## config.mk

```make
export PLATFORM = sky130hd
export DESIGN_NAME = owire_slot_engine
export DESIGN_NICKNAME = d
export VERILOG_FILES = /design/src/rtl/owire_slot_engine.sv
export SDC_FILE = /design/constraint.sdc
export NUM_CORES = 1
export LEC_CHECK = 0
export BUFFER_PORTS_ARGS = -buffer_cell sky130_fd_sc_hd__buf_2
export CORE_UTILIZATION = 60
export CTS_BUF_LIST = sky130_fd_sc_hd__clkbuf_16
export CTS_CLUSTER_DIAMETER = 100
export DETAILED_ROUTE_END_ITERATION = 12
export PLACE_DENSITY = 0.84
export SLEW_MARGIN = 10
export SYNTH_ARGS = -nofsm -noshare
export SYNTH_HDL_FRONTEND = slang
export SYNTH_SLANG_ARGS = --single-unit
export TNS_END_PERCENT = 20
```

## constraint.sdc

```tcl
create_clock -name clk -period 3.25 [get_ports clk]
set_input_delay 0.325 -clock clk [delete_from_list [all_inputs] [get_ports clk]]
set_output_delay 0.325 -clock clk [all_outputs]
set_load 0.02 [all_outputs]
```

## src/rtl/owire_slot_engine.sv

```systemverilog
module owire_slot_engine #(
  parameter int CLK_PER_US = 50,
  parameter int SCALE_W    = 4,
  parameter int W1_LOW     = 6,
  parameter int W1_REL     = 64,
  parameter int W0_LOW     = 60,
  parameter int W0_REL     = 10,
  parameter int RD_LOW     = 6,
  parameter int RD_SMP     = 9,
  parameter int RD_TAIL    = 55,
  parameter int RS_LOW     = 500,
  parameter int RS_SMP     = 70,
  parameter int RS_REC     = 430
) (
  input  logic               clk,
  input  logic               rst_n,
  input  logic [SCALE_W-1:0] scale,
  input  logic               cmd_valid,
  input  logic [1:0]         cmd_op,
  input  logic               cmd_bit,
  output logic               busy,
  output logic               done,
  output logic               rx_bit,
  output logic               presence,
  output logic               line_oe,
  input  logic               line_in
);
  function automatic int mx(int a, int b);
    return (a > b) ? a : b;
  endfunction

  localparam int MAXLEN = mx(mx(mx(W1_LOW, W1_REL), mx(W0_LOW, W0_REL)),
                             mx(mx(mx(RD_LOW, RD_SMP), RD_TAIL), mx(mx(RS_LOW, RS_SMP), RS_REC)));
  localparam int LW = $clog2(MAXLEN + 1);
  localparam int PW = $clog2(CLK_PER_US + 1);

  localparam logic [1:0] OP_RST = 2'b00;
  localparam logic [1:0] OP_WR  = 2'b01;
  localparam logic [1:0] OP_RD  = 2'b10;

  typedef enum logic [1:0] {S_IDLE, S_LOW, S_WAIT, S_TAIL} st_t;

  st_t               st;
  logic              k_rst, k_rd;
  logic [LW-1:0]     ph_cnt, wait_len, tail_len;
  logic [LW-1:0]     n_low, n_wait, n_tail;
  logic [PW-1:0]     us_cnt;
  logic [SCALE_W-1:0] sc_cnt, scl;
  logic              s1, s2;
  logic              us_tick, unit_tick, last;
  logic              c_rst, c_rd;

  assign c_rst = (cmd_op == OP_RST);
  assign c_rd  = (cmd_op == OP_RD) || (cmd_op == 2'b11 && cmd_bit);

  always_comb begin
    if (c_rst) begin
      n_low = LW'(RS_LOW); n_wait = LW'(RS_SMP); n_tail = LW'(RS_REC);
    end else if (c_rd) begin
      n_low = LW'(RD_LOW); n_wait = LW'(RD_SMP); n_tail = LW'(RD_TAIL);
    end else if (cmd_op == OP_WR && cmd_bit) begin
      n_low = LW'(W1_LOW); n_wait = LW'(W1_REL); n_tail = '0;
    end else begin
      n_low = LW'(W0_LOW); n_wait = LW'(W0_REL); n_tail = '0;
    end
  end

  assign us_tick   = (us_cnt == PW'(CLK_PER_US - 1));
  assign unit_tick = us_tick && (sc_cnt == scl - 1'b1);
  assign last      = unit_tick && (ph_cnt == LW'(1));
  assign busy      = (st != S_IDLE);
  assign line_oe   = (st == S_LOW);

  always_ff @(posedge clk or negedge rst_n) begin
    if (!rst_n) begin
      st       <= S_IDLE;
      k_rst    <= 1'b0;
      k_rd     <= 1'b0;
      ph_cnt   <= '0;
      wait_len <= '0;
      tail_len <= '0;
      us_cnt   <= '0;
      sc_cnt   <= '0;
      scl      <= '0;
      s1       <= 1'b1;
      s2       <= 1'b1;
      done     <= 1'b0;
      rx_bit   <= 1'b0;
      presence <= 1'b0;
    end else begin
      done <= 1'b0;
      s1   <= line_in;
      s2   <= s1;
      if (st == S_IDLE) begin
        if (cmd_valid) begin
          st       <= S_LOW;
          k_rst    <= c_rst;
          k_rd     <= c_rd;
          ph_cnt   <= n_low;
          wait_len <= n_wait;
          tail_len <= n_tail;
          us_cnt   <= '0;
          sc_cnt   <= '0;
          scl      <= (scale == '0) ? SCALE_W'(1) : scale;
        end
      end else begin
        us_cnt <= us_tick ? '0 : us_cnt + 1'b1;
        if (us_tick) sc_cnt <= (sc_cnt == scl - 1'b1) ? '0 : sc_cnt + 1'b1;
        if (unit_tick) ph_cnt <= ph_cnt - 1'b1;
        if (last) begin
          case (st)
            S_LOW: begin
              st     <= S_WAIT;
              ph_cnt <= wait_len;
            end
            S_WAIT: begin
              if (k_rst) presence <= ~s2;
              else       rx_bit   <= k_rd ? s2 : 1'b0;
              if (tail_len == '0) begin
                st   <= S_IDLE;
                done <= 1'b1;
              end else begin
                st     <= S_TAIL;
                ph_cnt <= tail_len;
              end
            end
            default: begin
              st   <= S_IDLE;
              done <= 1'b1;
            end
          endcase
        end
      end
    end
  end
endmodule


```

== After elaboration in Yosys (flattened, before gate mapping) ==
Index checks and enable logic that the tools add are counted.
W data, S select, Z words.

* Bits in registers: 50
* Input bits: 11
* Output and inout bits: 5
* Logic and storage cells: 79

* $add $sub $neg: 4
* Eq/ne operators: 9
* Multiplexer cells: 32
* Bitwise operators: 3
* Reductions and logical operators: 17

{| class="wikitable"
|+ Operators with widths
! kind !! count
|-
| $mux W9 || 7
|-
| $mux W6 || 6
|-
| $mux W7 || 3
|-
| $mux W4 || 5
|-
| $pmux W9 S2 || 1
|-
| $eq A9 B1 Y1 const B || 1
|-
| $logic_not A9 Y1 || 1
|-
| $sub A9 B1 Y9 const B || 1
|-
| $mux W2 || 4
|-
| $reduce_and A4 Y1 || 2
|-
| $add A6 B1 Y6 const B || 1
|-
| $eq A2 B2 Y1 const B || 3
|-
| $eq A6 B6 Y1 const B || 1
|-
| $reduce_and A2 Y1 || 3
|-
| $reduce_bool A2 Y1 || 3
|-
| $add A4 B1 Y4 const B || 1
|-
| $eq A2 B1 Y1 const B || 2
|-
| $eq A4 B4 Y1 || 1
|-
| $logic_and A1 B1 Y1 || 4
|-
| $logic_not A2 Y1 || 2
|-
| $logic_not A4 Y1 || 1
|-
| $mux W1 || 4
|-
| $pmux W2 S2 || 1
|-
| $sub A4 B1 Y4 const B || 1
|-
| 4 further kinds || 6
|}

== Longest topological paths before layout ==
Gate-level depths: netlist of the first run.

* Depth after elaboration: 8
* Depth in mapped cells: 9
* Gate-level depth less buffers: 7

== Least setup slack after synthesis of the first run ==
No wires, ideal clock.

* Path kind: register to register
* From: register scl[0]
* To: register ph_cnt[3]
* Library setup time: 0.090 ns
* Arrival time: 2.356 ns
* Data required time: 3.160 ns
* Setup slack: 0.804 ns
* Stages on the path, launching flop included: 10
* Path buffers: 2
* Period minus slack after synthesis: 2.446 ns
* Cell sequence: dfrtp_1 > inv_1 > ha_1 > xor3_2 > or3_1 > clkbuf_2 > or3_4 > or3_1 > buf_2 > o221ai_1

* Cells in the longest elaborated chain, start to end: 8
* Elaborated cells between the ends (all ways): 9
* Classes of those cells: add/sub (1); eq/ne (1); mux (5); reduce/logical (2)

{| class="wikitable"
|+ RTL lines
! what !! RTL line !! source
|-
| start: declaration || 48 || <nowiki>logic [SCALE_W-1:0] sc_cnt, scl;</nowiki>
|-
| start signal: assignment || 104 || <nowiki>scl <= (scale == '0) ? SCALE_W'(1) : scale;</nowiki>
|-
| $sub A4 B1 Y4 * || 69 || <nowiki>assign unit_tick = us_tick && (sc_cnt == scl - 1'b1);</nowiki>
|-
| $eq A4 B4 Y1 * || 69 ||
|-
| $logic_and A1 B1 Y1 * || 69 ||
|-
| $mux W9 || 109 || <nowiki>if (unit_tick) ph_cnt <= ph_cnt - 1'b1;</nowiki>
|-
| $mux W9 || 119 || <nowiki>if (tail_len == '0) begin</nowiki>
|-
| $pmux W9 S2 || 111 || <nowiki>case (st)</nowiki>
|-
| $mux W9 * || 110 || <nowiki>if (last) begin</nowiki>
|-
| $mux W9 * || 94 || <nowiki>if (st == S_IDLE) begin</nowiki>
|-
| end signal: assignment || 99 || <nowiki>ph_cnt <= n_low;</nowiki>
|-
| end signal: assignment || 109 ||
|-
| end signal: assignment || 114 || <nowiki>ph_cnt <= wait_len;</nowiki>
|-
| end: declaration || 45 || <nowiki>logic [LW-1:0] ph_cnt, wait_len, tail_len;</nowiki>
|}

Mark *: on every way between the ends. The rest lies on a longest branch, timed or not.
A chain may end at the register's enable or synchronous reset.

== Worst setup path after layout of the first run ==
Same ends and word-level chain as after synthesis.

==> results of run 1 <==
layer usage:
metal  GRT usage  vias to the layer above  part of all wire
met2       0.457                       59              0.48
met1       0.379                      928              0.44
met3      0.0500                       12             0.052
met4       0.139                        0             0.025
met5           0                        -                 0
li1            -                      923                 -
stage by stage:
stage	util	worst slack, ns	area (um^2)	std cells	power (W)
2_1_floorplan	-	0.804	2310	243	0.000779
3_3_place_gp	0.651	0.730	2380	296	0.000834
3_5_place_dp	0.651	0.600	2380	296	0.000842
4_1_cts	0.698	0.608	2560	304	0.00141
5_1_grt	0.698	0.504	2560	304	0.00147
6_report	0.698	0.591	2560	304	0.00141
sequential cells by signal, summed over array words and instances, names as in the netlist:
register	count
wait_len	5
us_cnt	6
k_rd	1
ph_cnt	9
sc_cnt	4
s2	1
scl	4
presence	1
rx_bit	1
done	1
tail_len	1
st	2
s1	1
final timing paths:
path,endpoint,cells after the start
worst max-delay path,ph_cnt[3]$_DFFE_PN0P_,7
worst min-delay path,s1$_DFF_PN1_,1
worst max register to register,ph_cnt[3]$_DFFE_PN0P_,7
worst min register to register,s2$_DFF_PN1_,0
max in group asynchronous,scl[0]$_DFFE_PN0P_,1
min in group asynchronous,done$_DFF_PN0_,1
area by class of cell:
| cell class | count | area [um^2] |
|---|---|---|
| Clock buffer | 5 | 125 |
| Clock inverter | 3 | 46.3 |
| Fill cell | 269 | 1100 |
| Inverter | 12 | 45.0 |
| Multi-Input combinational cell | 182 | 1260 |
| Sequential cell | 37 | 928 |
| Tap cell | 48 | 60.1 |
| Timing Repair Buffer | 17 | 90.1 |
cell usage in the layout, fill, tap and decap left out, types with 11 or more instances in the layout:
cell	netlist	layout
xnor2_1	11	11
nand3_1	11	11
inv_1	12	12
buf_2	1	15
o21ai_0	16	16
nand2_1	26	26
dfrtp_1	35	35
critical path, stage by stage (launching register included):
cell and delay (ns):
dfrtp_1 0.40, inv_1 0.09, ha_1 0.16, xor3_2 0.34, or3_1 0.46, or3_4 0.40, or3_1 0.48, o221ai_1 0.24
cell families (layout without fill, tap and decap cells):
logic type | count (synthesis) | count (layout)
buffers and inverters | 24 | 37
DFF | 37 | 37
muxes | 11 | 11
and+or+nand+nor | 94 | 94
xor gates and xnor gates | 12 | 12
AOI/OAI and AO/OA | 56 | 56
adders and majority gates | 9 | 9
power groups by stage:
stage / combinational (W) / sequential [W] / clock [W]
floorplan: 0.000195 / 0.000584 / 0
global route: 0.000276 / 0.000609 / 0.000583
finish: 0.000246 / 0.000599 / 0.000561
detailed placement: 0.000238 / 0.000604 / 0
global placement: 0.000232 / 0.000602 / 0
CTS: 0.000243 / 0.000598 / 0.000567
==> impl_metrics.tcl, run 1 <==
set metrics [dict create \
    grt.total_usage 0.288 \
    regToRegSetupSlack_ns 0.59 \
    synth_common_cells "35 x dfrtp_1, 26 x nand2_1, 16 x o21ai_0, 12 x inv_1" \
    tns_ns 0 \
    crit_path_start_kind "flip-flop" \
    muxShareOfSynthArea 0.0515 \
    path_clk_slew_ns 0.06 \
    powerDensity_mw_per_mm2 550 \
    drc_errors 0 \
    place.detailed.hpwl_um 3490 \
    yosys_warnings 0 \
    synth_top_family_by_area "simple AND/OR/NAND/NOR gates" \
    skew_ns 0.00417 \
    cts_setup_buffers 0 \
    start_util 0.630 \
    via_per_inst 6.32 \
    cp.arrival_ns 2.85 \
    status "finished, final reports clean" \
    netlist_top_cells_area "dfrtp_1 38%, ha_1 4.9%, nand2_1 4.2%" \
    wirelength_um 5220 \
    syn_area_mm2 0.00231 \
    synth_most_common_cell "dfrtp_1" \
    slew_headroom 0.301 \
    dr.pass1.iters 4 \
    die_h_um 64.0 \
    area_growth_pct 10.8 \
    synth_edf_count 0 \
    p_comb_frac 0.175 \
    power_switching_w 0.000407 \
    synth_compound_area_frac 0.169 \
    synth.distinct_cells 53 \
    clockBufferDepth 2 \
    cp-end-kind "flip-flop" \
    h-tree-depth 2 \
    synth.ff_latch_count 37 \
    p_seq_frac 0.426 \
    antenna_found_initial 0 \
    p_int_w 0.000999 \
    grt_remaining_overflow 0 \
    cts.repair.resized 0 \
    drive_gt1_frac 0.176 \
    ios 16 \
    p_sw_frac 0.290 \
    hold_class "input pin to flip-flop" \
    rows 22 \
    synthXorXnorAreaFrac 0.0526 \
    worstMarginPinSlew_ns 1.04 \
    finalCritPeriodShare 0.818 \
    synth-simple-area-share 0.225 \
    routedWlPerCell_um 17.2 \
    fin_crit_ns 2.66 \
    core_area_mm2 0.00366 \
    hold_viol_final 0 \
    async_flop_share 1.00 \
    cap_viol_max_count 0 \
    synthAdderAreaFrac 0.0488 \
    crit_type "flip-flop to flip-flop" \
    critPathMaxFanout 8 \
    grt_pass1_vias 1918 \
    setup_viol 0 \
    port_buffers 15 \
    p_clk_frac 0.399 \
    max_freq_mhz 376 \
    ys_seq_area_frac 0.402 \
    required_ns 3.45 \
    cellLeakagePower_nw 1.04 \
    clkSinkCount 37 \
    synth_area_leader_cell "dfrtp_1" \
    die-area_mm2 0.00410 \
    ir_drop_v 0.000324 \
    syn_inst 243 \
    finalMaxSlewViolations 0 \
    hold_slack_ns 0.133 \
    holdBufCountCts 0 \
    grt_max_degree 38 \
    gp_routability_congestion 0.965 \
    regToRegStartpoint "scl[0]$_DFFE_PN0P_" \
    cts_tree "built" \
    nNetsFinal 275 \
    dieWidth_um 64.0 \
    synth.avg_cell_area_um2 9.49 \
    synthDominantCellAreaShare 0.380 \
    drt-initial-drc-count 142 \
    rsz0062_at_grt "false" \
    root_buffer "clkbuf_16" \
    crit_start "scl[0]$_DFFE_PN0P_" \
    synthFlopType "dfrtp_1" \
    grt_pass1_wl_um 8880 \
    diodes 0 \
    hold_start "line_in" \
    syn_nets 263 \
    ant_nets 0 \
    vias 1922 \
    clock_latency_ns 0.28 \
    cts_buffers 5 \
]
No activity file was read; power rests on OpenSTA's default activity.
==> run 2: changes to the inputs <==
--- a/config.mk
+++ b/config.mk
@@ -6,11 +6,11 @@
 export NUM_CORES = 1
 export LEC_CHECK = 0
 export BUFFER_PORTS_ARGS = -buffer_cell sky130_fd_sc_hd__buf_2
-export CORE_UTILIZATION = 60
+export CORE_UTILIZATION = 54
 export CTS_BUF_LIST = sky130_fd_sc_hd__clkbuf_16
 export CTS_CLUSTER_DIAMETER = 100
 export DETAILED_ROUTE_END_ITERATION = 12
-export PLACE_DENSITY = 0.84
+export PLACE_DENSITY = 0.8
 export SLEW_MARGIN = 10
 export SYNTH_ARGS = -nofsm -noshare
 export SYNTH_HDL_FRONTEND = slang
==> constraint.sdc (replaced) <==
create_clock -name clk -period 2.2 [get_ports clk]
set_input_delay 0.22 -clock clk [delete_from_list [all_inputs] [get_ports clk]]
set_output_delay 0.22 -clock clk [all_outputs]
set_load 0.02 [all_outputs]
==> run 2 against run 1 <==
The flow now finishes with violations (negative setup slack). Final cell count is 9.9% higher. Die area is 11% higher. Non-clock buffer count is 28 higher. First-iteration DRC count is 100% higher. Via count is 13% higher. Sequential power is 40% higher. Utilization is 3.6 points higher. Critical path depth stayed put. Combinational power grew to 2.8 times the previous value. Highest routed layer unchanged.
==> impl_metrics.tcl, run 2 (synthesized netlist as in run 1, its figures left out) <==
set metrics [dict create \
    status "complete, but fails checks" \
    violations "negative setup slack" \
    regMostFlops "ph_cnt" \
    holdPathEnd "s1$_DFF_PN1_" \
    tns_ns -0.413 \
    largest_register_ffs 9 \
    vias 2167 \
    layout_common_cells "35 x dfrtp_1, 29 x buf_4, 26 x nand2_1, 15 x o21ai_0, 15 x buf_2" \
    crit_path_start_kind "flip-flop" \
    routedWlPerCell_um 19.1 \
    die_h_um 67.4 \
    fin_crit_ns 2.27 \
    final_util 0.735 \
    drc_errors 0 \
    cts_tree "built" \
    grt.total_usage 0.307 \
    grt_pass1_vias 2048 \
    multiInputGateArea_mm2 0.00147 \
    dp.cells 324 \
    max_freq_mhz 440 \
    diodes 0 \
    grt_max_degree 38 \
    core_area_mm2 0.00406 \
    cp-end-kind "flip-flop" \
    ant_nets 0 \
    hold_start "line_in" \
    wirelength_um 6370 \
    required_ns 2.39 \
    ios 16 \
    hold_viol_final 0 \
    crit_type "flip-flop to flip-flop" \
    powerDensity_mw_per_mm2 787 \
    rsz0062_at_grt "true" \
    grt_pass1_wl_um 10100 \
    path_clk_slew_ns 0.06 \
    ir_drop_v 0.000650 \
    grt_remaining_overflow 0 \
    slew_headroom 0.423 \
    dieWidth_um 67.4 \
    r2r-end "ph_cnt[5]$_DFFE_PN0P_" \
    pre_cts_slack_ns -0.123 \
    finalCritPeriodShare 1.03 \
    skew_ns 0.00499 \
    cp.arrival_ns 2.47 \
    reg_top3 "ph_cnt x9, us_cnt x6, wait_len x5" \
    h-tree-depth 2 \
    start_util 0.569 \
    clkSinkCount 37 \
    drt-initial-drc-count 290 \
    dr.pass1.iters 5 \
    place.detailed.hpwl_um 3840 \
    n_fill_cell 258 \
    antenna_found_initial 0 \
    final_common_cell "dfrtp_1" \
    gp_routability_congestion 0.895 \
    setup_viol 9 \
    fin_cells 334 \
    drive_gt1_frac 0.342 \
    root_buffer "clkbuf_16" \
    reg2regPathDepth 7 \
    port_buffers 15 \
    cts_buffers 5 \
    cellLeakagePower_nw 1.21 \
    area_growth_pct 29.2 \
    cap_viol_max_count 0 \
    nNetsFinal 303 \
    via_per_inst 6.49 \
    register_area_um2 928 \
    die-area_mm2 0.00454 \
    finalMaxSlewViolations 0 \
    min_path_cells 1 \
    hold_class "input pin to flip-flop" \
    critPathMaxFanout 6 \
    worstMarginPinSlew_ns 0.865 \
    clock_latency_ns 0.28 \
    regToRegStartpoint "scl[1]$_DFFE_PN0P_" \
    setup_ws_ns -0.0733 \
    regToRegSetupSlack_ns -0.07 \
    rows 23 \
    clockBufferDepth 2 \
]
run 2: cell count changes in the layout (fill, tap and decap cells not counted), sizes merged:
cell / change
buf: +28
run 2: cell type report:
cell class | count | share of cell area
repair buffers | 45 | 0.102
clock inverters | 3 | 0.0155
clock buffers | 5 | 0.0420
well taps | 50 | 0.0210
flip-flops and latches | 37 | 0.312
inverters | 12 | 0.0151
multi-input cells | 182 | 0.493
run 2: what timing repair did:
action / CTS / global route
setup endpoints to repair: 13 / 15
resized for setup: 19 / 15
gates cloned: 0 / 0
pin swaps: 6 / 10
buffers inserted: 1 / 1
hold buffers: 0 / 0
run 2: per-layer routing:
metal	track usage	wire, um
met1	0.423	2680
met5	0	0
met4	0.133	190
met2	0.466	3000
met3	0.0625	501
run 2: where the power goes:
group | switching (W) | leakage, nW | total [W] | internal (W)
clock | 0.000291 | 0.0800 | 0.000827 | 0.000536
combinational | 0.000356 | 0.698 | 0.000679 | 0.000323
sequential | 0.0000738 | 0.437 | 0.000841 | 0.000767
total | 0.000721 | 1.21 | 0.00235 | 0.00163
run 2: worst max path at each step:
| stage | startpoint | endpoint | slack [ns] | cells after the start |
|---|---|---|---|---|
| 2_1_floorplan | scl[0]$_DFFE_PN0P_ | ph_cnt[3]$_DFFE_PN0P_ | -0.25 | 9 |
| 3_3_place_gp | scl[0]$_DFFE_PN0P_ | ph_cnt[5]$_DFFE_PN0P_ | -0.08 | 7 |
| 3_5_place_dp | scl[0]$_DFFE_PN0P_ | ph_cnt[5]$_DFFE_PN0P_ | -0.12 | 7 |
| 4_1_cts | scl[1]$_DFFE_PN0P_ | ph_cnt[8]$_DFFE_PN0P_ | -0.01 | 7 |
| 5_1_grt | scl[1]$_DFFE_PN0P_ | ph_cnt[3]$_DFFE_PN0P_ | -0.13 | 7 |
| 6_report | scl[1]$_DFFE_PN0P_ | ph_cnt[5]$_DFFE_PN0P_ | -0.07 | 7 |
run 2: critical path, cell delays in order, from the launching register on:
cell	delay, ns
dfrtp_1	0.39
inv_2	0.08
ha_4	0.21
xnor2_4	0.13
or3_4	0.40
or3_4	0.35
or3_4	0.44
o221ai_2	0.19
run 2: metrics by stage:
| stage | total power, W | cell area [um^2] | hold slack, ns |
|---|---|---|---|
| detailed placement | 0.00140 | 2580 | 0.326 |
| CTS | 0.00229 | 2880 | 0.0288 |
| global route | 0.00246 | 2980 | 0.0283 |
| finish | 0.00235 | 2980 | 0.0304 |
| global placement | 0.00139 | 2580 | 0.325 |
| floorplan | 0.00115 | 2310 | -0.0756 |
==> run 3: changes to the inputs <==
--- a/config.mk
+++ b/config.mk
@@ -6,11 +6,11 @@
 export NUM_CORES = 1
 export LEC_CHECK = 0
 export BUFFER_PORTS_ARGS = -buffer_cell sky130_fd_sc_hd__buf_2
-export CORE_UTILIZATION = 54
+export CORE_UTILIZATION = 60
 export CTS_BUF_LIST = sky130_fd_sc_hd__clkbuf_16
 export CTS_CLUSTER_DIAMETER = 100
 export DETAILED_ROUTE_END_ITERATION = 12
-export PLACE_DENSITY = 0.8
+export PLACE_DENSITY = 0.84
 export SLEW_MARGIN = 10
 export SYNTH_ARGS = -nofsm -noshare
 export SYNTH_HDL_FRONTEND = slang
==> constraint.sdc (replaced) <==
create_clock -name clk -period 2.6 [get_ports clk]
set_input_delay 0.26 -clock clk [delete_from_list [all_inputs] [get_ports clk]]
set_output_delay 0.26 -clock clk [all_outputs]
set_load 0.02 [all_outputs]
==> run 3 against run 2 <==
The run now ends clean. Global-route usage shrank 1.5 points. Clock skew shrank 0.0030 ns. Sequential share of layout area grew 4.9 points. Critical path depth is the same. Via count shrank 9.0%. Register-to-register slack gained 0.18 ns. Worst hold slack gained 0.041 ns. Flip-flop and latch count is the same.
==> impl_metrics.tcl, run 3 (synthesized netlist as in run 1, its figures left out) <==
set metrics [dict create \
    drive_gt1_frac 0.195 \
    start_util 0.630 \
    area_growth_pct 11.5 \
    status "finished, final reports clean" \
    grt_use_met1 0.400 \
    place.detailed.hpwl_um 3520 \
    cts_tree "built" \
    h-tree-depth 2 \
    grt_util_met3 0.0679 \
    grt_remaining_overflow 0 \
    cts_buffers 5 \
    layout_common_cells "35 x dfrtp_1, 26 x nand2_1, 16 x o21ai_0, 15 x buf_2, 13 x inv_1" \
    power_switching_w 0.000494 \
    diodes 0 \
    final_common_cell "dfrtp_1" \
    core_area_mm2 0.00366 \
    grt.total_usage 0.292 \
    rsz0062_at_grt "true" \
    grt_max_degree 38 \
    clockBufferDepth 2 \
    hold_viol_final 0 \
    cap_viol_max_count 0 \
    crit_type "flip-flop to flip-flop" \
    vias 1971 \
    drt-initial-drc-count 136 \
    p_int_w 0.00115 \
    dieWidth_um 64.0 \
    die-area_mm2 0.00410 \
    drc_errors 0 \
    final_area_mm2 0.00257 \
    finalCritPeriodShare 0.961 \
    largest_register_ffs 9 \
    max_freq_mhz 400 \
    regMostFlops "ph_cnt" \
    rows 22 \
    wirelength_um 5270 \
    grt_util_met2 0.447 \
    required_ns 2.80 \
    nNetsFinal 280 \
    finalMaxSlewViolations 0 \
    p_clk_frac 0.354 \
    grt_pass1_wl_um 9050 \
    ant_nets 0 \
    hold_class "input pin to async pin" \
    routedWlPerCell_um 17.1 \
    slew_headroom 0.245 \
    p_sw_frac 0.300 \
    critPathMaxFanout 7 \
    power_w 0.00165 \
    n_fill_cell 282 \
    holdBufCountCts 0 \
    skew_ns 0.00203 \
    ir_drop_v 0.000393 \
    via_per_inst 6.38 \
    port_buffers 15 \
    cp.arrival_ns 2.69 \
    crit_path_start_kind "flip-flop" \
    ios 16 \
    grt_pass1_vias 1881 \
    p_seq_frac 0.454 \
    grt-busiest-layer "met2" \
    cellLeakagePower_nw 1.06 \
    clkSinkCount 37 \
    die_h_um 64.0 \
    gp_routability_congestion 0.880 \
    antenna_found_initial 0 \
    clock_latency_ns 0.28 \
    worstMarginPinSlew_ns 1.13 \
    path_clk_slew_ns 0.06 \
    dr.pass1.iters 4 \
    powerDensity_mw_per_mm2 641 \
    setup_viol 0 \
    root_buffer "clkbuf_16" \
    reg_top3 "ph_cnt x9, us_cnt x6, wait_len x5" \
    detailed_place.area_mm2 0.00242 \
    fin_crit_ns 2.50 \
    cp-end-kind "flip-flop" \
    p_comb_frac 0.193 \
]
## run 3: cell count changes in the layout (fill, tap and decap cells not counted), moves of 2 or more
| cell | change |
|---|---|
| buf_4 | -22 |
| nor4_1 | +7 |
| nor4_4 | -6 |
| o221ai_1 | +6 |
| o221ai_2 | -6 |
| inv_1 | +3 |
| clkinv_2 | +2 |
| inv_2 | -2 |
## run 3: repair_timing
| item | CTS | global route |
|---|---|---|
| resized for setup | 0 | 2 |
| setup endpoints to repair | 0 | 4 |
| setup buffers | 0 | 0 |
## run 3: power by group through the flow
stage / combinational [W] / sequential (W) / clock, W
6_report: 0.000318 / 0.000748 / 0.000583
5_1_grt: 0.000366 / 0.000758 / 0.000605
4_1_cts: 0.000313 / 0.000746 / 0.000586
3_5_place_dp: 0.000310 / 0.000754 / 0
3_3_place_gp: 0.000304 / 0.000750 / 0
2_1_floorplan: 0.000244 / 0.000730 / 0
## run 3: layout make-up
class                      instances  area (um^2)  area share
clock buffer                       5          125      0.0486
inverter                          12         45.0      0.0175
multi-input combinational        182         1270       0.495
sequential                        37          928       0.361
clock inverter                     3         13.8     0.00535
timing repair buffer              22          128      0.0496
tap                               48         60.1      0.0233
## run 3: critical path, cell delays in order, from the launching register on
cell and delay, ns:
dfrtp_1 0.40, inv_1 0.08, ha_1 0.31, xnor2_1 0.13
or4_1 0.63, nor4_2 0.50, nand3_1 0.16, mux2i_1 0.20
## run 3: final timing paths
kind | startpoint | slack (ns) | end | cells after the start
worst max-delay path | scl[0]$_DFFE_PN0P_ | 0.10 | presence$_DFFE_PN0P_ | 7
worst min-delay path | rst_n | 0.07 | ph_cnt[7]$_DFFE_PN0P_ | 1
worst max register to register | scl[0]$_DFFE_PN0P_ | 0.10 | presence$_DFFE_PN0P_ | 7
worst min register to register | s1$_DFF_PN1_ | 0.36 | s2$_DFF_PN1_ | 0
max in group asynchronous | rst_n | 2.00 | us_cnt[4]$_DFFE_PN0P_ | 1
min in group clk | line_in | 0.07 | s1$_DFF_PN1_ | 1
## run 3: layer usage
| metal | vias to the layer above | routed length [um] |
|---|---|---|
| li1 | 931 | - |
| met4 | 0 | 90 |
| met1 | 953 | 2340 |
| met2 | 74 | 2490 |
| met3 | 13 | 346 |
| met5 | - | 0 |
## run 3: metrics by stage
step           hold slack [ns]  instances  TNS [ns]   util  setup WS [ns]
2_1_floorplan          -0.0356        243         0      -          0.154
3_3_place_gp             0.347        301         0  0.662          0.232
5_1_grt                 0.0710        309   -0.0381  0.703        -0.0381
4_1_cts                 0.0746        309         0  0.700         0.0946
6_report                0.0719        309         0  0.703          0.102
3_5_place_dp             0.352        301         0  0.662          0.146
